**src/rtl/sysctl_pkg.sv**
```systemverilog
package sysctl_pkg;
  localparam logic [7:0] OFF_REV   = 8'h08;
  localparam logic [7:0] OFF_STAT  = 8'h50;
  localparam logic [7:0] OFF_MASK  = 8'h52;
  localparam logic [7:0] OFF_GDATA = 8'h78;
  localparam logic [7:0] OFF_GOE   = 8'h7C;
  localparam logic [7:0] REV_VAL   = 8'h03;
  localparam int         GPIO_LANES_MAX = 3;

  localparam int NUM_PLAIN = 20;
  // routing, enable word, buffer word, clock word, PLL2 word, PLL1 long,
  // device control bytes, function enable, mode word, config, debug
  localparam logic [7:0] PLAIN_OFFS [NUM_PLAIN] = '{
    8'h54, 8'h60, 8'h61, 8'h94, 8'h95, 8'h98, 8'h99, 8'h9A, 8'h9B, 8'h9C,
    8'h9D, 8'h9E, 8'h9F, 8'hA0, 8'hA1, 8'hE0, 8'hE4, 8'hE5, 8'hFC, 8'hFF
  };
endpackage

```
**src/rtl/irq_agg.sv**
```systemverilog
module irq_agg #(
  parameter int N_SRC = 8
) (
  input  logic             clk_i,
  input  logic             rst_ni,
  input  logic [N_SRC-1:0] src_i,
  input  logic             wr_stat_i,
  input  logic             wr_mask_i,
  input  logic [7:0]       wdata_i,
  output logic [7:0]       stat_o,
  output logic [7:0]       mask_o,
  output logic             irq_o
);
  logic [N_SRC-1:0] line_q, stat_q, mask_q, stat_n;

  // a line transition wins over a host write to the same bit
  always_comb begin
    stat_n = stat_q;
    for (int k = 0; k < N_SRC; k++) begin
      if (src_i[k] != line_q[k])  stat_n[k] = src_i[k];
      else if (wr_stat_i)         stat_n[k] = wdata_i[k];
    end
  end

  always_ff @(posedge clk_i or negedge rst_ni) begin
    if (!rst_ni) begin
      line_q <= '0;
      stat_q <= '0;
      mask_q <= '0;
    end else begin
      line_q <= src_i;
      stat_q <= stat_n;
      if (wr_mask_i) mask_q <= wdata_i[N_SRC-1:0];
    end
  end

  assign stat_o = 8'(stat_q);
  assign mask_o = 8'(mask_q);
  assign irq_o  = |(stat_q & mask_q);

  assert_follow_R1: assert property (@(posedge clk_i) disable iff (!rst_ni)
    ((src_i ^ line_q) != '0) |=>
      ((stat_q & $past(src_i ^ line_q)) == ($past(src_i) & $past(src_i ^ line_q))));

  assert_mask_off_R2: assert property (@(posedge clk_i) disable iff (!rst_ni)
    (mask_q == '0) |-> !irq_o);

  assert_host_wr_R3: assert property (@(posedge clk_i) disable iff (!rst_ni)
    (wr_stat_i && (src_i == line_q)) |=> (stat_q == $past(wdata_i[N_SRC-1:0])));
endmodule

```
**src/rtl/gpio_out.sv**
```systemverilog
module gpio_out
  import sysctl_pkg::*;
#(
  parameter int GPIO_W = 16
) (
  input  logic              clk_i,
  input  logic              rst_ni,
  input  logic [7:0]        addr_i,
  input  logic              wr_en_i,
  input  logic [7:0]        wdata_i,
  output logic              hit_o,
  output logic [7:0]        rdata_o,
  output logic [GPIO_W-1:0] lvl_o,
  output logic [GPIO_W-1:0] chg_o
);
  logic [7:0] d_off, e_off;
  logic       d_hit, e_hit, wr_any;
  logic [GPIO_W-1:0] data_q, oe_q, data_n, oe_n, eff, prev_q;

  assign d_off  = addr_i - OFF_GDATA;
  assign e_off  = addr_i - OFF_GOE;
  assign d_hit  = d_off < 8'(GPIO_LANES_MAX);
  assign e_hit  = e_off < 8'(GPIO_LANES_MAX);
  assign hit_o  = d_hit | e_hit;
  assign wr_any = wr_en_i & hit_o;

  always_comb begin
    data_n  = data_q;
    oe_n    = oe_q;
    rdata_o = '0;
    for (int b = 0; b < GPIO_W; b++) begin
      if (wr_en_i && d_hit && d_off == 8'(b / 8)) data_n[b] = wdata_i[3'(b % 8)];
      if (wr_en_i && e_hit && e_off == 8'(b / 8)) oe_n[b]   = wdata_i[3'(b % 8)];
      if (d_hit && d_off == 8'(b / 8)) rdata_o[3'(b % 8)] = data_q[b];
      if (e_hit && e_off == 8'(b / 8)) rdata_o[3'(b % 8)] = oe_q[b];
    end
  end

  always_ff @(posedge clk_i or negedge rst_ni) begin
    if (!rst_ni) begin
      data_q <= '0;
      oe_q   <= '0;
      prev_q <= '0;
    end else begin
      data_q <= data_n;
      oe_q   <= oe_n;
      prev_q <= eff;
    end
  end

  assign eff   = data_q & oe_q;
  assign lvl_o = eff;
  assign chg_o = eff ^ prev_q;

  assert_lvl_R6: assert property (@(posedge clk_i) disable iff (!rst_ni)
    (lvl_o & ~oe_q) == '0);

  assert_pulse_R7: assert property (@(posedge clk_i) disable iff (!rst_ni)
    (chg_o != '0) |-> $past(wr_any));
endmodule

```
**src/rtl/plain_store.sv**
```systemverilog
module plain_store #(
  parameter int         N = 4,
  parameter logic [7:0] OFFS [N] = '{default: 8'h00}
) (
  input  logic       clk_i,
  input  logic       rst_ni,
  input  logic [7:0] addr_i,
  input  logic       wr_en_i,
  input  logic [7:0] wdata_i,
  output logic       hit_o,
  output logic [7:0] rdata_o
);
  logic [7:0] q [N];

  for (genvar i = 0; i < N; i++) begin : g_slot
    always_ff @(posedge clk_i or negedge rst_ni) begin
      if (!rst_ni)                            q[i] <= '0;
      else if (wr_en_i && addr_i == OFFS[i])  q[i] <= wdata_i;
    end

    assert_lane_R8: assert property (@(posedge clk_i) disable iff (!rst_ni)
      !(wr_en_i && addr_i == OFFS[i]) |=> $stable(q[i]));
  end

  always_comb begin
    hit_o   = 1'b0;
    rdata_o = '0;
    for (int i = 0; i < N; i++) begin
      if (addr_i == OFFS[i]) begin
        hit_o   = 1'b1;
        rdata_o = q[i];
      end
    end
  end
endmodule

```
**src/rtl/sys_ctrl_bank.sv**
```systemverilog
module sys_ctrl_bank
  import sysctl_pkg::*;
#(
  parameter int N_SRC  = 8,
  parameter int GPIO_W = 16
) (
  input  logic              clk_i,
  input  logic              rst_ni,
  input  logic [7:0]        addr_i,
  input  logic              wr_en_i,
  input  logic [7:0]        wdata_i,
  output logic [7:0]        rdata_o,
  input  logic [N_SRC-1:0]  sub_irq_i,
  output logic              irq_o,
  output logic [GPIO_W-1:0] gpio_lvl_o,
  output logic [GPIO_W-1:0] gpio_chg_o
);
  logic [7:0] stat, mask, g_rd, p_rd;
  logic       g_hit, p_hit;

  irq_agg #(.N_SRC(N_SRC)) i_irq (
    .clk_i, .rst_ni,
    .src_i     (sub_irq_i),
    .wr_stat_i (wr_en_i && addr_i == OFF_STAT),
    .wr_mask_i (wr_en_i && addr_i == OFF_MASK),
    .wdata_i,
    .stat_o    (stat),
    .mask_o    (mask),
    .irq_o
  );

  gpio_out #(.GPIO_W(GPIO_W)) i_gpio (
    .clk_i, .rst_ni, .addr_i, .wr_en_i, .wdata_i,
    .hit_o   (g_hit),
    .rdata_o (g_rd),
    .lvl_o   (gpio_lvl_o),
    .chg_o   (gpio_chg_o)
  );

  plain_store #(.N(NUM_PLAIN), .OFFS(PLAIN_OFFS)) i_store (
    .clk_i, .rst_ni, .addr_i, .wr_en_i, .wdata_i,
    .hit_o   (p_hit),
    .rdata_o (p_rd)
  );

  always_comb begin
    if (g_hit)                  rdata_o = g_rd;
    else if (p_hit)             rdata_o = p_rd;
    else if (addr_i == OFF_REV) rdata_o = REV_VAL;
    else if (addr_i == OFF_STAT) rdata_o = stat;
    else if (addr_i == OFF_MASK) rdata_o = mask;
    else                        rdata_o = 8'h00;
  end

  assert_rev_R4: assert property (@(posedge clk_i) disable iff (!rst_ni)
    (addr_i == OFF_REV) |-> (rdata_o == 8'h03));

  assert_mask_rb_R11: assert property (@(posedge clk_i) disable iff (!rst_ni)
    (wr_en_i && addr_i == OFF_MASK) |=> (mask == $past(wdata_i)));
endmodule

```
**config.mk**
```make
export PLATFORM = sky130hd
export DESIGN_NAME = sys_ctrl_bank
export DESIGN_NICKNAME = d
export VERILOG_FILES = /design/src/rtl/sysctl_pkg.sv /design/src/rtl/irq_agg.sv /design/src/rtl/gpio_out.sv /design/src/rtl/plain_store.sv /design/src/rtl/sys_ctrl_bank.sv
export SDC_FILE = /design/constraint.sdc
export NUM_CORES = 1
export LEC_CHECK = 0
export ABC_AREA = 1
export ABC_CLOCK_PERIOD_IN_PS = 7150
export BUFFER_PORTS_ARGS = -buffer_cell sky130_fd_sc_hd__buf_4
export CAP_MARGIN = 5
export CORE_ASPECT_RATIO = 0.6
export CORE_MARGIN = 4
export CORE_UTILIZATION = 60
export DETAILED_ROUTE_END_ITERATION = 10
export HOLD_SLACK_MARGIN = 0.05
export PLACE_DENSITY = 0.79
export SETUP_SLACK_MARGIN = 0.5
export SLEW_MARGIN = 25
export SYNTH_ARGS = -nofsm -noshare
export SYNTH_HDL_FRONTEND = slang
export SYNTH_HIERARCHICAL = 1
export SYNTH_SLANG_ARGS = --single-unit
export TNS_END_PERCENT = 20
```
**constraint.sdc**
```tcl
create_clock -name clk_i -period 7.15 [get_ports clk_i]
set_input_delay 1.43 -clock clk_i [delete_from_list [all_inputs] [get_ports clk_i]]
set_output_delay 1.43 -clock clk_i [all_outputs]
set_load 0.1 [all_outputs]
```
# --- Word level (Yosys, flattened, before mapping) ---
# Index checks and enable logic that the tools add are counted.
word_totals:
  regBits: 212
  in_bits: 27
  output_inout_bits: 41
  wordCells: 196
classes:
  n_addsub: 2
  n_lt_le_gt_ge: 2
  n_eq_ne: 33
  mux: 77
  bitwise_logic: 4
  n_reduce_logical: 43
op_table:
  columns: ["cell", "count"]
  rows:
  - ["8-bit two-way mux", 25]
  - ["8-bit equality test (second input constant)", 17]
  - ["1-bit two-way mux", 52]
  - ["8-bit by 7-bit equality test with 1-bit output (second input constant)", 5]
  - ["1-bit logical AND", 32]
  - ["8-bit by 1-bit equality test with 1-bit output (second input constant)", 2]
  - ["8-bit zero test", 2]
  - ["8-bit by 2-bit < comparator with 1-bit output (second input constant)", 2]
  - ["2-bit nonzero test", 8]
  - ["8-bit by 7-bit subtractor with 8-bit output (second input constant)", 2]
  - ["12-bit bitwise AND", 1]
  - ["12-bit bitwise XOR", 1]
  - ["8-bit bitwise AND", 1]
  - ["8-bit by 4-bit equality test with 1-bit output (second input constant)", 1]
  - ["1-bit inequality test", 8]
  - ["8-bit OR reduction", 1]
  - ["1-bit OR", 1]

# --- Logic depth before layout (Yosys ltp) ---
# Gate-level depths: netlist (run 1).
logic_depth:
  word_depth: 23
  depth_mapped: 20
  depth_no_buf: 19

# --- By module ---
# Netlist (run 1), hierarchy kept.
modules_own_cells:
  columns: ["module", "instances", "cells_per_inst", "area_per_inst_um2", "seq_area_each_um2"]
  rows:
  - ["plain_store", 1, 936, 7518.5, 4003.8]
  - ["gpio_out", 1, 209, 1636.6, 600.6]
  - ["irq_agg", 1, 128, 1042.2, 600.6]
  - ["sys_ctrl_bank", 1, 88, 460.4, 0.0]

# --- Least setup slack after synthesis (run 1) ---
# OpenSTA, ideal clock, no wires.
synth_timing:
  path_kind: "in2out"
  start: "in addr_i[3]"
  end: "out rdata_o[6]"
  arrival_ps: 4365
  t_required_ps: 5720
  setup_slack_ps: 1355
  cell_stages: 11
  path_buffers: 2
  path_cell_list: "ha_1 inv_1 nor2_1 nor3_4 and2_4 buf_8 nand3b_1 nand2_1 clkbuf_1 a21oi_1 a21oi_1"
synth_between:
  elab_cells_between_ends: 73
  classes_between: "add/sub (2); order compare (2); eq/ne (23); mux (45); bitwise (1)"
synth_rtl:
  columns: ["element", "line_no", "rtl"]
  rows:
  - ["from (decl)", "sys_ctrl_bank.sv:9", "input logic [7:0] addr_i,"]
  - ["8-bit by 7-bit subtractor with 8-bit output (on tied branches)", "gpio_out.sv:20, gpio_out.sv:21", null]
  - ["8-bit by 2-bit < comparator with 1-bit output (on tied branches)", "gpio_out.sv:22, gpio_out.sv:23", null]
  - ["1-bit OR *", "gpio_out.sv:24", "assign hit_o = d_hit | e_hit;"]
  - ["named net g_hit", "sys_ctrl_bank.sv:19", "logic g_hit, p_hit;"]
  - ["8-bit two-way mux *", "sys_ctrl_bank.sv:47", "if (g_hit) rdata_o = g_rd;"]
  - ["to (decl)", "sys_ctrl_bank.sv:12", "output logic [7:0] rdata_o,"]
# The timed path passes the listed nets; every way through them passes the cells marked *.

# --- Worst setup path in the final report (run 1) ---
layout_timing:
  start: "in addr_i[3]"
  end: "out rdata_o[4]"
layout_between:
  elab_chain_cells: 23
  elab_cells_between_ends: 73
  classes_between: "add/sub (2); order compare (2); eq/ne (23); mux (45); bitwise (1)"
layout_rtl:
  columns: ["element", "line_no", "rtl"]
  rows:
  - ["8-bit by 7-bit equality test with 1-bit output", "plain_store.sv:29", "if (addr_i == OFFS[i]) begin"]
  - ["8-bit two-way mux (19 in series)", "plain_store.sv:29", null]
  - ["8-bit two-way mux *", "plain_store.sv:29", null]
  - ["named net p_rd[4]", "sys_ctrl_bank.sv:18", "logic [7:0] stat, mask, g_rd, p_rd;"]
  - ["8-bit two-way mux *", "sys_ctrl_bank.sv:48", "else if (p_hit) rdata_o = p_rd;"]
  - ["8-bit two-way mux *", "sys_ctrl_bank.sv:47", null]
# Marked as above.

==> results.md, run 1 <==
* Status: complete, no violations
* Combinational share of power at 10.1%
* Leak at 5.81 nW
* Area Overhead vs Synth at 9.45%
* Core area at 17300 um^2
* Distinct cells, synth at 47
* Setup WS pre-CTS at 1.77 ns
* P_int at 0.00191 W
* Clk pin slew, worst setup/hold paths at 0.06 ns
* R2r worst-path depth at 3
* Total number of vias at 9343
* Hold Fails Final Rpt at 0
* Clk_lat worst skew at 0.50 ns
* CP Class: in2out
* Yosys warnings at 6
* Max Slew Vio Count at 0
* N_diodes at 0
* Hold Buf Count CTS at 0
* Cell Pwr Density at 222 nW/um^2
* Initial Util at 61.7%
* Syn_area_per_cell at 7.83 um^2
* Net Sw Frac at 26.4%
* # clock sinks at 208
* Setup TNS at 0 ns
* Grt total ovfl at 0
* Final wirelength at 28.5 mm
* CTS tree: yes
* Post-synth ARST share at 100%
* Crit. End Element: output pin
* Total iterations of the first detailed-routing run at 5
* Worst-path fanout max at 11
* Most frequent CP cell: nand2_1
* Critical path cell sequence: buf_4, inv_1, nand2_1, nor2_1, nand2_2, nor2_1, nor2_1, nand2_1, nand2_1, nand3_1, nand2_1, nand3_1, nand2_1, nand4_1, nand2_1, nand2_1, a21oi_1, a21oi_2, buf_4
* RSZ-0062 raised after global routing: false
* Row count at 37
* CTS buffer count at 21
* Critical Path Start Type: primary input
* DPL Wire Length at 20.0 mm
* Syn Inst Count at 1361
* First-pass GRT wire length at 46.2 mm
* # port buffers at 51
* Critical Path RT at 5.72 ns
* Synth Flop Type: dfrtp_1
* Overall global routing resource usage at 28.3%
* Clock root cell: clkbuf_16
* H-Tree Level Count at 1
* Final ANT Viol Nets at 0
* Seq pwr share at 49.5%
* Postcts setup bufs at 0
* Slowest stage cell, crit path: nor2_1
* CP bufs+invs at 3
* Worst min path class: reg2reg
* Die Wd at 180 um
* Vias in the first global route at 8421
* Net Sw Power at 0.000683 W
* Initial drt markers at 1424
* Maximum clock insertion buffer count at 3
* Drt wl/cell at 17.4 um
* Die area at 20000 um^2
* Max frequency at 0.182 GHz
* Max-Cap Viols at 0
* Via/cell ratio at 5.72
* FF+latch count, synth at 208
* Worst slew pin tran at 0.952 ns
* Initial antenna violation count at 0
* Post-Syn Area at 10700 um^2
* Largest net degree at the start of global routing at 97
* Relative slew slack at 36.5%
* CP Depth at 19
* Final GP Congestion at 1.01
* Layout cells sized above 1 at 12.4%
* Final Cycle Share at 76.9%
* Top Ports at 68
* CP top delay family: simple AND/OR/NAND/NOR gates
* Clock period minus worst slack at 5.50 ns
* Die height at 111 um
* CP max stage delay at 0.55 ns
* Clock power share at 40.5%
* DRC at 0
* Worst EP arrival at 4.07 ns
* Post-CTS resize count at 0
* Final net count at 1415
* Final setup viols at 0
* Post-synth EDFFs at 0
* Skew final at 0.00732 ns
* Worst hold path depth at 2
* Final worst-path setup slack at 1.65 ns
* Sequential share of the synthesized area at 48.8%
* Peak supply drop at 0.219 mV
==> cell type report <==
cell class                      instances  area (um^2)
Clock buffer                           29          586
Clock inverter                          5         56.3
Fill cell                            1414         5600
Inverter                              123          462
Multi-Input combinational cell        980         4660
Sequential cell                       208         5200
Tap cell                              234          293
Timing Repair Buffer                   53          404
==> kinds of logic after synthesis <==
group,synth area share (%)
AOI/OAI and AO/OA,11.2
xor gates and xnor gates,0.657
adders and majority gates,0.117
buffers and inverters,8.14
DFF,48.8
muxes,0.0939
other,0.0352
and+or+nand+nor,30.9
==> layout by cell type, fill, tap and decap left out, drive strengths merged <==
| master | synthesis | layout |
|---|---|---|
| inv | 120 | 121 |
| xnor2 | 8 | 8 |
| nand3 | 82 | 82 |
| conb | 1 | 20 |
| nor2 | 88 | 88 |
| buf | 36 | 52 |
| a21boi | 1 | 1 |
| o211ai | 1 | 1 |
| clkbuf | 33 | 30 |
| nand4 | 47 | 47 |
| o21a | 7 | 7 |
| nor3 | 9 | 9 |
| a21oi | 30 | 30 |
| clkinv | 3 | 5 |
| or2 | 24 | 24 |
| ha | 1 | 1 |
| clkinvlp | 0 | 1 |
| nand2 | 471 | 471 |
| and2 | 1 | 1 |
| o2111ai | 1 | 1 |
| dfrtp | 208 | 208 |
| nor4 | 2 | 2 |
| o221a | 1 | 1 |
| nand3b | 2 | 2 |
| o21ai | 176 | 176 |
| o21bai | 1 | 1 |
| mux2i | 1 | 1 |
| bufinv | 0 | 1 |
| a221oi | 6 | 6 |
==> worst paths after layout <==
kind / startpoint / to / slack [ns]
worst max register to register: i_irq/stat_o[5] / i_irq/stat_o[5] / 6.29
min in group asynchronous: rst_ni / i_store/q[144] / 1.01
worst max-delay path: addr_i[3] / rdata_o[4] / 1.65
max in group asynchronous: rst_ni / i_store/q[62] / 4.87
worst min-delay path: i_store/q[85] / i_store/q[85] / 0.48
worst min register to register: i_store/q[85] / i_store/q[85] / 0.48
==> Yosys cell counts (7+ instances only) <==
library cell    n  area (um^2)
buf_2           8         40.0
inv_1         102          383
buf_4          22          165
inv_2          18         67.6
o21a_1          7         52.6
nand2_1       452         1700
nand4_1        46          288
nor2_4          9          101
a21oi_1        26          130
or2_2          20          125
o21ai_1        13         65.1
nand2_2        14         87.6
xnor2_1         8         70.1
nand3_1        76          380
clkbuf_1       32          120
nor3_1          7         35.0
dfrtp_1       208         5200
nor2_1         72          270
o21ai_0       162          811
==> power by group through the flow <==
stage,logic [W],registers (W),clock network [W]
2_1_floorplan,0.000187,0.00129,0
3_3_place_gp,0.000252,0.00130,0
3_5_place_dp,0.000260,0.00130,0
4_1_cts,0.000260,0.00128,0.00107
5_1_grt,0.000290,0.00129,0.00112
6_report,0.000261,0.00128,0.00105
==> worst register-to-register path: stages (launching register included) <==
cell and delay [ns]:
dfrtp_1 0.42, or2_1 0.22, nand3_1 0.06, nand2_1 0.05
==> layer usage <==
metal / vias up / share of wire, % / track usage, %
met3: 41 / 12 / 8.62
met4: 0 / 1.4 / 4.18
met2: 469 / 39 / 37.5
met5: - / 0 / 0
met1: 4425 / 48 / 46.3
li1: 4408 / - / -
==> metrics by stage <==
stage	instances	utilization, %	cell area, um^2	hold slack, ns	power (W)
after floorplan	1380	-	10700	0.446	0.00147
after global placement	1598	63.8	11000	0.459	0.00155
after CTS	1632	67.5	11700	0.482	0.00261
final	1632	67.6	11700	0.479	0.00259
after global routing	1632	67.6	11700	0.501	0.00270
after detailed placement	1598	63.8	11000	0.466	0.00156
==> flip-flops by register name, summed over array words and instances (netlist names) <==
name           flops
i_gpio/data_q      8
i_gpio/prev_q      8
i_gpio/oe_q        8
i_irq/mask_o       8
i_irq/stat_o       8
i_store/q        160
i_irq/line_q       8
No activity file was read; power rests on OpenSTA's default activity.
==> run 2: changes to the inputs <==
--- a/config.mk
+++ b/config.mk
@@ -6,7 +6,7 @@
 export NUM_CORES = 1
 export LEC_CHECK = 0
 export ABC_AREA = 1
-export ABC_CLOCK_PERIOD_IN_PS = 7150
+export ABC_CLOCK_PERIOD_IN_PS = 5400
 export BUFFER_PORTS_ARGS = -buffer_cell sky130_fd_sc_hd__buf_4
 export CAP_MARGIN = 5
 export CORE_ASPECT_RATIO = 0.6
==> constraint.sdc (replaced) <==
create_clock -name clk_i -period 5.4 [get_ports clk_i]
set_input_delay 1.08 -clock clk_i [delete_from_list [all_inputs] [get_ports clk_i]]
set_output_delay 1.08 -clock clk_i [all_outputs]
set_load 0.1 [all_outputs]
==> run 2 against run 1 <==
Against the previous run:
- flip-flop and latch count did not move
- register-to-register slack got worse by 1.7 ns
- clock skew rose by 0.0012 ns
- total power rose by 30%
- count of clock-buffer cells in the layout fell by 7
- hold slack improved by 0.0053 ns
- setup slack got worse by 0.94 ns
- combinational power rose by 33%
==> results.md, run 2 (synthesis results as in run 1) <==
* Max Slew Vio Count at 0 (unchanged)
* Most common cell after layout, fill and taps aside: nand2_1 (unchanged)
* Die Wd at 180 um (unchanged)
* H-Tree Level Count at 1 (unchanged)
* RSZ-0062 raised after global routing: true (was false)
* N_diodes at 0 (unchanged)
* Cell Pwr Density at 288 nW/um^2 (was 222 nW/um^2)
* DRC at 0 (unchanged)
* Skew final at 0.00854 ns (was 0.00732 ns)
* Clock root cell: clkbuf_16 (unchanged)
* Max-Cap Viols at 0 (unchanged)
* Worst slew pin tran at 1.01 ns (was 0.952 ns)
* Final wirelength at 28.8 mm (was 28.5 mm)
* Layout cells sized above 1 at 12.9% (was 12.4%)
* Via/cell ratio at 5.84 (was 5.72)
* Final GP Congestion at 0.995 (was 1.01)
* Total iterations of the first detailed-routing run at 5 (unchanged)
* Vias in the first global route at 8823 (was 8421)
* Initial drt markers at 1330 (was 1424)
* Initial Util at 61.7% (unchanged)
* Clock period minus worst slack at 4.69 ns
* Reg2reg end: i_irq/stat_o[5] (unchanged)
* Crit. End Element: output pin (unchanged)
* Hold Fails Final Rpt at 0 (unchanged)
* Setup WS pre-CTS at 0.724 ns (was 1.77 ns)
* Max FFs per register at 160 (unchanged)
* Critical Path Start Type: primary input (unchanged)
* DPL Wire Length at 20.1 mm (was 20.0 mm)
* Fin util at 67.5% (was 67.6%)
* Core area at 17300 um^2 (unchanged)
* Overall global routing resource usage at 28.8% (was 28.3%)
* Row count at 37 (unchanged)
* Final net count at 1418 (was 1415)
* Final ANT Viol Nets at 0 (unchanged)
* Worst-path fanout max at 11 (unchanged)
* Post-CTS resize count at 0 (unchanged)
* Top Ports at 68 (unchanged)
* First-pass GRT wire length at 47.3 mm (was 46.2 mm)
* CP Class: in2out (unchanged)
* Maximum clock insertion buffer count at 3 (unchanged)
* Grt total ovfl at 0 (unchanged)
* Max frequency at 0.213 GHz
* Largest net degree at the start of global routing at 92 (was 97)
* R2R Setup Slk at 4.55 ns (was 6.29 ns)
* R2r worst-path depth at 3 (unchanged)
* Hold Buf Count CTS at 0 (unchanged)
* Final Cycle Share at 86.8%
* Critical Path Sink: rdata_o[3] (was rdata_o[4])
* Commonest cells after routing, fill and taps aside: nand2_1, dfrtp_1, o21ai_0 (unchanged)
* Worst min path class: reg2reg (unchanged)
* Die height at 111 um (unchanged)
* Leak at 5.82 nW (was 5.81 nW)
* Top reg by flops: i_store/q (unchanged)
* Setup TNS at 0 ns (unchanged)
* CTS buffer count at 20 (was 21)
* Clk pin slew, worst setup/hold paths at 0.06 ns (about the same)
* Die area at 20000 um^2 (unchanged)
* Clk_lat worst skew at 0.50 ns (about the same)
* Drt wl/cell at 17.6 um (was 17.4 um)
* Status: complete, no violations (unchanged)
* Critical Path RT at 4.32 ns (was 5.72 ns)
* Peak supply drop at 0.204 mV (was 0.219 mV)
* Final setup viols at 0 (unchanged)
* Final worst-path setup slack at 0.712 ns (was 1.65 ns)
* Worst EP arrival at 3.61 ns (was 4.07 ns)
* Total number of vias at 9550 (was 9343)
* Postcts setup bufs at 0 (unchanged)
* Initial antenna violation count at 0 (unchanged)
* # port buffers at 51 (unchanged)
* Critical path launch point: addr_i[3] (unchanged)
* CTS tree: yes (unchanged)
* FF-to-FF Start: i_irq/stat_o[5] (unchanged)
* Area Overhead vs Synth at 9.36% (was 9.45%)
* # clock sinks at 208 (unchanged)
* Relative slew slack at 32.8% (was 36.5%)
==> run 2: cell types whose count changed in the layout (fill, tap and decap cells not counted), sizes merged <==
| cell | delta |
|---|---|
| bufinv | -1 |
| clkbuf | -7 |
| clkinv | +8 |
| buf | +4 |
| inv | -1 |
==> run 2: where the power goes <==
group / total, W / switching, W / internal [W]
Combinational: 0.000348 / 0.000264 / 0.0000837
Sequential: 0.00169 / 0.0000547 / 0.00164
Clock: 0.00132 / 0.000617 / 0.000699
==> run 2: how the worst min path moves through the flow <==
stage                        start              to  slack (ns)  cells after the start
floorplan            i_store/q[11]   i_store/q[11]        0.45                      2
CTS                   i_store/q[8]    i_store/q[8]        0.49                      2
detailed placement    i_store/q[8]    i_store/q[8]        0.47                      2
global route         i_store/q[27]   i_store/q[27]        0.50                      2
finish              i_store/q[106]  i_store/q[106]        0.48                      2
global placement      i_store/q[8]    i_store/q[8]        0.46                      2
==> run 2: critical path, cell delays in order <==
cell       delay, ns
buf_4           0.17
inv_1           0.09
nand2_1         0.18
nor2_4          0.10
nand2_1         0.31
o2111ai_1       0.17
nor4_1          0.21
nand3_1         0.40
nor2_4          0.36
nand2_1         0.11
a21oi_2         0.13
buf_4           0.30
==> run 2: layer usage <==
| metal | vias up | global-route usage [%] | routed length, um | part of all wire, % |
|---|---|---|---|---|
| li1 | 4413 | - | - | - |
| met1 | 4544 | 46.7 | 13400 | 47 |
| met2 | 543 | 39.5 | 11500 | 40 |
| met3 | 50 | 6.75 | 3360 | 12 |
| met4 | 0 | 5.69 | 456 | 1.6 |
| met5 | - | 0 | 0 | 0 |
==> run 2: layout make-up <==
type                       instances  area, um^2
tap                              234         293
multi-input combinational        980        4660
inverter                         123         462
timing repair buffer              57         434
clock inverter                    11        80.1
sequential                       208        5200
clock buffer                      22         518
fill                            1478        5610
==> run 2: stage by stage <==
stage / cell area, um^2 / total power [W] / hold slack (ns) / std cells
after detailed placement: 11100 / 0.00206 / 0.471 / 1602
after global routing: 11700 / 0.00349 / 0.497 / 1635
after CTS: 11700 / 0.00337 / 0.487 / 1635
final: 11700 / 0.00336 / 0.484 / 1635
after floorplan: 10700 / 0.00195 / 0.446 / 1380
after global placement: 11100 / 0.00205 / 0.458 / 1602
==> run 3: changes to the inputs <==
--- a/config.mk
+++ b/config.mk
@@ -13,8 +13,10 @@
 export CORE_MARGIN = 4
 export CORE_UTILIZATION = 60
 export DETAILED_ROUTE_END_ITERATION = 10
+export GPL_TIMING_DRIVEN = 0
 export HOLD_SLACK_MARGIN = 0.05
 export PLACE_DENSITY = 0.79
+export RECOVER_POWER = 25
 export SETUP_SLACK_MARGIN = 0.5
 export SLEW_MARGIN = 25
 export SYNTH_ARGS = -nofsm -noshare
==> run 3 against run 2 <==
Against the previous run:
- the flow now finishes with violations (max-capacitance violations, max-slew violations)
- die area is the same
- register-to-register slack lost 0.02 ns
- total power grew 1.7%
==> results.md, run 3 (synthesis results as in run 1) <==
* Postcts setup bufs at 0 (unchanged)
* Failing checks: max-capacitance violations, max-slew violations
* Die Wd at 180 um (unchanged)
* Clk_lat worst skew at 0.50 ns (about the same)
* Drt wl/cell at 17.0 um (was 17.6 um)
* Initial drt markers at 1007 (was 1330)
* DRC at 0 (unchanged)
* H-Tree Level Count at 1 (unchanged)
* Via/cell ratio at 5.58 (was 5.84)
* Clock power share at 39.6% (was 39.2%)
* Grt total ovfl at 0 (unchanged)
* Final ANT Viol Nets at 0 (unchanged)
* Skew final at 0.00814 ns (was 0.00854 ns)
* RSZ-0062 raised after global routing: false (was true)
* Final GP Congestion at 0.967 (was 0.995)
* Clock root cell: clkbuf_16 (unchanged)
* # clock sinks at 208 (unchanged)
* Max Slew Vio Count at 121 (was 0)
* Most common cell after layout, fill and taps aside: nand2_1 (unchanged)
* P_int at 0.00251 W (was 0.00242 W)
* Crit. End Element: output pin (unchanged)
* DPL Wire Length at 21.2 mm (was 20.1 mm)
* Vias in the first global route at 8630 (was 8823)
* Critical Path RT at 4.32 ns (about the same)
* CTS buffer count at 20 (unchanged)
* Die area at 20000 um^2 (unchanged)
* Design area at 12000 um^2 (was 11700 um^2)
* Max FFs per register at 160 (unchanged)
* Peak supply drop at 0.240 mV (was 0.204 mV)
* Max frequency at 0.216 GHz (was 0.213 GHz)
* Final setup viols at 0 (unchanged)
* Initial Util at 61.7% (unchanged)
* Clock period minus worst slack at 4.63 ns (was 4.69 ns)
* Hold path start: i_store/q[8] (was i_store/q[106])
* Top Ports at 68 (unchanged)
* Register area at 5200 um^2 (unchanged)
* Commonest cells after routing, fill and taps aside: nand2_1, dfrtp_1, o21ai_0 (unchanged)
* Worst slew pin tran at 2.84 ns (was 1.01 ns)
* Clk pin slew, worst setup/hold paths at 0.06 ns (about the same)
* Critical path launch point: addr_i[3] (unchanged)
* Worst-path fanout max at 11 (unchanged)
* CP Class: in2out (unchanged)
* Largest net degree at the start of global routing at 91 (was 92)
* Die height at 111 um (unchanged)
* Worst EP arrival at 3.55 ns (was 3.61 ns)
* Setup TNS at 0 ns (unchanged)
* Net Sw Frac at 26.4% (was 27.9%)
* Hold Fails Final Rpt at 0 (unchanged)
* First-pass GRT wire length at 46.4 mm (was 47.3 mm)
* Critical Path Start Type: primary input (unchanged)
* Top reg by flops: i_store/q (unchanged)
* Relative slew slack at -89.2% (was 32.8%)
* Area occupied by multi-input gates at 4660 um^2 (about the same)
* Total iterations of the first detailed-routing run at 7 (was 5)
* # port buffers at 51 (unchanged)
* Final net count at 1483 (was 1418)
* Net Sw Power at 0.000901 W (was 0.000936 W)
* Seq pwr share at 49.6% (was 50.5%)
* Post-placement cell area at 11500 um^2 (was 11100 um^2)
* Overall global routing resource usage at 28.7% (was 28.8%)
* FF-to-FF Start: i_irq/stat_o[5] (unchanged)
* Maximum clock insertion buffer count at 3 (unchanged)
* Max-Cap Viols at 2 (was 0)
* Cell Pwr Density at 284 nW/um^2 (was 288 nW/um^2)
* # fillers at 1431 (was 1478)
* Status: complete, but fails checks (was complete, no violations)
* N_diodes at 0 (unchanged)
* Final wirelength at 28.9 mm (was 28.8 mm)
* Initial antenna violation count at 0 (unchanged)
* Total number of vias at 9486 (was 9550)
* Leak at 6.02 nW (was 5.82 nW)
* CTS tree: yes (unchanged)
* Area Overhead vs Synth at 13.0% (was 9.36%)
* Row count at 37 (unchanged)
* Worst min path class: reg2reg (unchanged)
* Core area at 17300 um^2 (unchanged)
* Combinational share of power at 10.8% (was 10.4%)
* Layout cells sized above 1 at 13.8% (was 12.9%)
* Final Cycle Share at 85.7% (was 86.8%)
-- run 3: cell count changes in the layout (fill, tap and decap cells not counted), sizes merged --
cell / change
clkbuf: +50
buf: +23
clkinv: -7
bufinv: +1
clkinvlp: -1
-- run 3: final timing paths --
path / to / slack (ns) / cells after the start
max in group asynchronous: i_store/q[68] / 1.12 / 2
worst max-delay path: rdata_o[7] / 0.77 / 13
min in group asynchronous: i_store/q[116] / 1.50 / 1
worst min-delay path: i_store/q[8] / 0.48 / 2
worst max register to register: i_irq/stat_o[5] / 4.53 / 3
worst min register to register: i_store/q[8] / 0.48 / 2
-- run 3: metrics by stage --
stage | hold WS (ns) | util, % | std cells | setup slack, ns | power (W)
finish | 0.479 | 69.7 | 1701 | 0.774 | 0.00342
global route | 0.503 | 69.7 | 1701 | 0.299 | 0.00355
CTS | 0.481 | 70.0 | 1701 | 0.801 | 0.00343
detailed placement | 0.466 | 66.4 | 1667 | 0.814 | 0.00209
global placement | 0.459 | 66.1 | 1665 | 0.837 | 0.00207
floorplan | 0.446 | - | 1380 | 0.305 | 0.00195
-- run 3: critical path: stages --
cell       delay, ns
buf_4           0.18
inv_1           0.09
nand2_1         0.18
nor2_4          0.09
nand2_1         0.32
o2111ai_1       0.17
nor4_1          0.24
nand3_1         0.21
buf_8           0.19
nor2_4          0.22
nand2_1         0.09
a21oi_1         0.15
buf_4           0.31
-- run 3: power by group through the flow --
stage	clock [W]	combinational (W)	sequential [W]
global route	0.00144	0.000407	0.00170
finish	0.00135	0.000368	0.00169
floorplan	0	0.000247	0.00170
global placement	0	0.000356	0.00172
detailed placement	0	0.000370	0.00172
CTS	0.00137	0.000371	0.00169
-- run 3: timing repair --
| action | CTS | global route |
|---|---|---|
| hold buffers | 0 | 0 |
| endpoints found under the setup margin | 0 | 1 |
| resized for setup | 0 | 2 |
-- run 3: layout make-up --
type,instances,area share [%]
plain buffers,69,3.38
multi-input cells,980,38.7
repair buffers,53,3.26
inverters,123,3.83
clock buffers,30,4.72
clock inverters,4,0.467
well taps,234,2.43
flip-flops and latches,208,43.2
-- run 3: per-layer routing --
layer  share of wire [%]  vias up  wire [um]  global-route usage [%]
met5                   0        -          0                       0
met4                 1.7        0        489                    5.69
met3                  11       39       3070                    7.54
met2                  39      412      11300                    37.7
met1                  49     4476      14100                    47.2
li1                    -     4559          -                       -
